**config.mk**
```make
export PLATFORM = sky130hd
export DESIGN_NAME = btac_predictor
export DESIGN_NICKNAME = d
export VERILOG_FILES = /design/src/rtl/btac_pkg.sv /design/src/rtl/btac_cam.sv /design/src/rtl/btac_lru.sv /design/src/rtl/btac_next_addr.sv /design/src/rtl/btac_predictor.sv
export SDC_FILE = /design/constraint.sdc
export NUM_CORES = 2
export LEC_CHECK = 0
export BUFFER_PORTS_ARGS = -buffer_cell sky130_fd_sc_hd__buf_2
export CAP_MARGIN = 20
export CORE_MARGIN = 2
export CORE_UTILIZATION = 35
export DETAILED_ROUTE_END_ITERATION = 8
export HOLD_SLACK_MARGIN = 0.1
export PLACE_DENSITY = 0.53
export SYNTH_ARGS = -nofsm -noshare
export SYNTH_HDL_FRONTEND = slang
export SYNTH_HIERARCHICAL = 1
export SYNTH_SLANG_ARGS = --single-unit
```
**constraint.sdc**
```tcl
create_clock -name clk -period 48.4 [get_ports clk]
set_input_delay 14.52 -clock clk [delete_from_list [all_inputs] [get_ports clk]]
set_output_delay 14.52 -clock clk [all_outputs]
set_load 0.01 [all_outputs]
```
**src/rtl/btac_pkg.sv**
```systemverilog
package btac_pkg;

   // What a resolved branch does to the entry array.
   typedef enum logic [1:0] {
      ACT_NONE    = 2'd0,
      ACT_ALLOC   = 2'd1,
      ACT_REFRESH = 2'd2,
      ACT_DROP    = 2'd3
   } btac_act_e;

endpackage

```
**src/rtl/btac_cam.sv**
```systemverilog
module btac_cam #(
   parameter int N  = 8,
   parameter int KW = 32
) (
   input  logic [N-1:0]         valid,
   input  logic [N-1:0][KW-1:0] keys,
   input  logic [KW-1:0]        probe,
   output logic [N-1:0]         match
);

   for (genvar g = 0; g < N; g++) begin : g_cmp
      assign match[g] = valid[g] && (keys[g] == probe);
   end

endmodule

```
**src/rtl/btac_lru.sv**
```systemverilog
module btac_lru #(
   parameter int N = 8
) (
   input  logic                 clk,
   input  logic                 rst_n,
   input  logic                 touch,
   input  logic [$clog2(N)-1:0] touch_idx,
   input  logic [N-1:0]         valid,
   output logic [$clog2(N)-1:0] victim_idx
);

   localparam int AW = $clog2(N);
   localparam logic [AW-1:0] OLDEST = AW'(N - 1);

   logic [N-1:0][AW-1:0] age_q;
   logic                 hole_found;

   // An invalid entry is preferred; otherwise the oldest one.
   always_comb begin
      victim_idx = '0;
      hole_found = 1'b0;
      for (int i = 0; i < N; i++) begin
         if (!valid[i] && !hole_found) begin
            victim_idx = AW'(i);
            hole_found = 1'b1;
         end
      end
      if (!hole_found) begin
         for (int i = 0; i < N; i++) begin
            if (age_q[i] == OLDEST) victim_idx = AW'(i);
         end
      end
   end

   // Ages form a permutation of 0..N-1; 0 is most recent.
   always_ff @(posedge clk) begin
      if (!rst_n) begin
         for (int i = 0; i < N; i++) age_q[i] <= AW'(i);
      end else if (touch) begin
         for (int i = 0; i < N; i++) begin
            if (AW'(i) == touch_idx)             age_q[i] <= '0;
            else if (age_q[i] < age_q[touch_idx]) age_q[i] <= age_q[i] + 1'b1;
         end
      end
   end

endmodule

```
**src/rtl/btac_next_addr.sv**
```systemverilog
module btac_next_addr #(
   parameter int N      = 8,
   parameter int ADDR_W = 32,
   parameter int STEP   = 4
) (
   input  logic [N-1:0]             match,
   input  logic [N-1:0][ADDR_W-1:0] targets,
   input  logic [ADDR_W-1:0]        fetch_addr,
   output logic                     hit,
   output logic [ADDR_W-1:0]        next_addr
);

   localparam logic [ADDR_W-1:0] STEP_A = ADDR_W'(STEP);

   logic [ADDR_W-1:0] picked;

   always_comb begin
      picked = '0;
      for (int i = 0; i < N; i++) begin
         if (match[i]) picked = picked | targets[i];
      end
   end

   assign hit       = |match;
   assign next_addr = hit ? picked : fetch_addr + STEP_A;

endmodule

```
**src/rtl/btac_predictor.sv**
```systemverilog
module btac_predictor
   import btac_pkg::*;
#(
   parameter int ADDR_W      = 32,
   parameter int ENTRIES     = 8,
   parameter int INSTR_BYTES = 4
) (
   input  logic              clk,
   input  logic              rst_n,
   input  logic [ADDR_W-1:0] fetch_addr,
   output logic              pred_hit,
   output logic [ADDR_W-1:0] pred_next,
   input  logic              upd_valid,
   input  logic [ADDR_W-1:0] upd_pc,
   input  logic              upd_taken,
   input  logic [ADDR_W-1:0] upd_target,
   input  logic              upd_pred_taken,
   input  logic [ADDR_W-1:0] upd_pred_target,
   output logic              mispredict,
   output logic [ADDR_W-1:0] redirect_addr
);

   localparam int IW = $clog2(ENTRIES);
   localparam logic [ADDR_W-1:0] STEP_A = ADDR_W'(INSTR_BYTES);

   if (ENTRIES < 2) begin : g_bad_entries
      $error("btac_predictor: ENTRIES must be at least 2");
   end
   if (ADDR_W < 8) begin : g_bad_width
      $error("btac_predictor: ADDR_W must be at least 8");
   end
   if (INSTR_BYTES < 1) begin : g_bad_step
      $error("btac_predictor: INSTR_BYTES must be positive");
   end

   // Entry storage
   logic [ENTRIES-1:0]             valid_q, valid_d;
   logic [ENTRIES-1:0][ADDR_W-1:0] key_q, key_d;
   logic [ENTRIES-1:0][ADDR_W-1:0] tgt_q, tgt_d;

   // Update path
   logic [ADDR_W-1:0]  upd_key;
   logic [ENTRIES-1:0] upd_match;
   logic               upd_hit;
   logic [IW-1:0]      upd_idx;
   logic [IW-1:0]      victim_idx;
   logic [IW-1:0]      wr_idx;
   btac_act_e          act;

   // Lookup path
   logic [ENTRIES-1:0] look_match;

   assign upd_key = upd_pc - STEP_A;

   btac_cam #(.N(ENTRIES), .KW(ADDR_W)) i_upd_cam (
      .valid (valid_q),
      .keys  (key_q),
      .probe (upd_key),
      .match (upd_match)
   );

   assign upd_hit = |upd_match;

   always_comb begin
      upd_idx = '0;
      for (int i = 0; i < ENTRIES; i++) begin
         if (upd_match[i]) upd_idx = IW'(i);
      end
   end

   always_comb begin
      act = ACT_NONE;
      if (upd_valid) begin
         if (upd_taken) act = upd_hit ? ACT_REFRESH : ACT_ALLOC;
         else if (upd_hit) act = ACT_DROP;
      end
   end

   assign wr_idx = (act == ACT_ALLOC) ? victim_idx : upd_idx;

   btac_lru #(.N(ENTRIES)) i_lru (
      .clk        (clk),
      .rst_n      (rst_n),
      .touch      ((act == ACT_ALLOC) || (act == ACT_REFRESH)),
      .touch_idx  (wr_idx),
      .valid      (valid_q),
      .victim_idx (victim_idx)
   );

   always_comb begin
      valid_d = valid_q;
      key_d   = key_q;
      tgt_d   = tgt_q;
      unique case (act)
         ACT_ALLOC: begin
            valid_d[wr_idx] = 1'b1;
            key_d[wr_idx]   = upd_key;
            tgt_d[wr_idx]   = upd_target;
         end
         ACT_REFRESH: tgt_d[wr_idx]   = upd_target;
         ACT_DROP:    valid_d[wr_idx] = 1'b0;
         default: ;
      endcase
   end

   always_ff @(posedge clk) begin
      if (!rst_n) begin
         valid_q <= '0;
         key_q   <= '0;
         tgt_q   <= '0;
      end else begin
         valid_q <= valid_d;
         key_q   <= key_d;
         tgt_q   <= tgt_d;
      end
   end

   // Lookup against post-update contents so a same-cycle write is seen.
   btac_cam #(.N(ENTRIES), .KW(ADDR_W)) i_look_cam (
      .valid (valid_d),
      .keys  (key_d),
      .probe (fetch_addr),
      .match (look_match)
   );

   btac_next_addr #(.N(ENTRIES), .ADDR_W(ADDR_W), .STEP(INSTR_BYTES)) i_next (
      .match      (look_match),
      .targets    (tgt_d),
      .fetch_addr (fetch_addr),
      .hit        (pred_hit),
      .next_addr  (pred_next)
   );

   // Misprediction report, one cycle after resolution
   logic              wrong_dir, wrong_tgt;
   logic              mis_q;
   logic [ADDR_W-1:0] redir_q;

   assign wrong_dir = upd_taken != upd_pred_taken;
   assign wrong_tgt = upd_taken && upd_pred_taken && (upd_target != upd_pred_target);

   always_ff @(posedge clk) begin
      if (!rst_n) begin
         mis_q   <= 1'b0;
         redir_q <= '0;
      end else begin
         mis_q <= upd_valid && (wrong_dir || wrong_tgt);
         if (upd_valid) redir_q <= upd_taken ? upd_target : upd_pc + STEP_A;
      end
   end

   assign mispredict    = mis_q;
   assign redirect_addr = redir_q;

endmodule

```
==> reports/qor.csv <==
metric,value,unit
Final period util,81.68,%
global route overflow,0,
fin area,39870,um2
status,completed,
clk root buf,clkbuf_16,
Synth Area per Inst,8.630,um2
initial antenna violation count,2,
Final Hold Viols,0,
fin cells,5558,
cell taking the most area after synthesis,dfxtp_1,
Remaining DRCs,0,
CTS sink cnt,577,
width of the die,323.8,um
unrepaired setup endpoints after global routing,false,
CTS hold repair buffers,0,
min cycle time layout,39540,ps
cell with the most instances after synthesis,nand2_1,
ys flop type,dfxtp_1,
Wirelength per Cell,25.03,um
worst setup margin,8865,ps
vias per inst,5.656,
area growth from synthesis to layout,11.41,%
CTS buffer count,71,
Total Nets Final,4305,
Power Density,29.74,nW/um2
Lkg Pwr,16.59,nW
synth cell count leaders,"nand2_1, dfxtp_1, xor2_1",
Post-DP HPWL,92340,um
Critical Path Fanout Max,59,
Yosys top cell area share,32.28,%
CP required,33880,ps
DIE HEIGHT,323.8,um
placed insts,5430,
CTS max path bufs,3,
Worst Hold Class,flip-flop to flip-flop,
RePlAce Congestion,0.9127,
Starting Density,35.23,%
Worst-Margin Slew,1129,ps
Final Util,39.25,%
max cap viols,0,
FP Rows,117,
Post-synth EDFFs,0,
Max Clk Rate,25.29,MHz
IO buf count,198,
clk_lat worst skew,630,ps
CP max stage delay,660,ps
Global Route Usage Sum,25.87,%
worst path arrival time,25020,ps
pre-CTS setup slack,9065,ps
"flops & latches, synth",577,
Worst setup EP type,output port,
skew final,34.72,ps
Clock transition at path regs,60,ps
"top cells by area, synth","dfxtp_1, xor2_1, mux2_2, nand2_1, mux2i_1",
post-CTS setup buffers,0,
"Slew Viols, Final",0,
Synth cell types,77,
FILL cells,10457,
"Slowest-stage cell, CP",nor4_1,
register area share after synthesis,32.28,%
Syn Inst Count,4147,
Finish-stage setup viols,0,
syn_nets,4316,
CTS tree,done,
vias in the first global route,29542,
Peak VDD IR,0.00002168,V
"Cell Area, Placed",37380,um2
startpoint types,input port,
Die Area,104800,um2
CP dominant cell by count,buf_4,
Hold Slack,453.1,ps
Antenna Nets Post-Route,0,
Post-synth ARST share,0,%
H-tree Lvls,3,
total power,1.186,mW
total number of vias,31435,
largest net degree at the start of global routing,164,
ratio of cells with drive above 1 in the final layout,17.88,%
drt first pass iters,6,
Crit Path Category,input port to output port,
Routed Wire Length,139100,um
post-CTS sizing,0,
Rel. slew slack,24.49,%
first-pass GRT wire length,201000,um
synthesized area,35790,um2
setup TNS,0,ps
Reg2Reg Setup Slack,42360,ps
core area,101600,um2
I/O pins,199,
Syn. warnings,6,
Iteration-0 DRC Markers,2781,
## state kept, by name, summed over array words and instances, names as in the netlist
register,flops
valid_q,8
i_lru/age_q,24
tgt_q,256
mispredict,1
redirect_addr,32
key_q,256
## per-layer routing
metal  part of all wire, %  vias to the layer above  track usage [%]
li1                      -                    14569                -
met1                    43                    15360            33.64
met2                    46                     1230            42.17
met3                   6.7                      276            3.627
met4                   4.8                        0            12.25
met5                     0                        -                0
## critical path, delay by kind of cell
| kind | cells | cell delay (ps) |
|---|---|---|
| AOI/OAI and AO/OA | 3 | 750 |
| xor gates and xnor gates | 3 | 790 |
| adders and majority gates | 1 | 270 |
| buffers and inverters | 10 | 3530 |
| and+or+nand+nor | 15 | 4940 |
## where the power goes
group	leakage, nW	internal (mW)	switching, mW
sequential	4.66	0.481	0.00352
combinational	10.7	0.0372	0.0929
clock	1.21	0.345	0.227
## placed cells by master (no fill, tap or decap), types with 8 or more instances in the layout
cell type  instances
a221oi_1          19
mux2_2           274
and4_1            14
nand2_1          625
bufinv_16          8
clkinv_2          13
clkbuf_8          13
ha_1              36
xnor2_2           10
nor2_1           191
xor2_1           556
a22oi_1           90
o21ai_0           33
a211oi_1         127
nand3_1           86
or4_1             18
buf_2            197
clkinv_1          18
a22o_1            32
a31oi_1           12
clkbuf_16         75
xnor2_1           42
inv_1             36
nor3_1            50
o211ai_1          18
dfxtp_1          577
nor3_4            10
mux2i_1          205
and2_1            85
nor4_1           131
buf_4             77
o2111ai_1          8
nand4_1           61
a21oi_1          267
nor3_2            11
clkbuf_1          11
## final timing paths
kind | start | end | cells after the start
worst min-delay path | tgt_q[47] | tgt_q[47] | 2
worst min register to register | tgt_q[47] | tgt_q[47] | 2
worst max-delay path | upd_pc[2] | pred_next[29] | 32
worst max register to register | key_q[137] | i_lru/age_q[17] | 16
## logic make-up after synthesis
family,count (synthesis),synth area share [%]
XOR/XNOR,608,14.88
flip-flops,577,32.28
multiplexers,487,14.84
buffers and inverters,420,6.125
AO/OA/AOI/OAI,672,12.61
AND/OR/NAND/NOR,1347,18.02
adder cells (fa/ha/maj),36,1.259
## cell type report
cell class | count | area [um2] | share of cell area (%)
multi-input combinational | 3150 | 22290 | 55.89
sequential | 577 | 11550 | 28.97
clock buffer | 99 | 2097 | 5.259
tap | 1368 | 1712 | 4.293
timing repair buffer | 278 | 1637 | 4.104
clock inverter | 26 | 361.6 | 0.9068
inverter | 58 | 225.2 | 0.5648
antenna | 2 | 5.005 | 0.01255
Note: power is estimated with default switching activity, not from simulation.
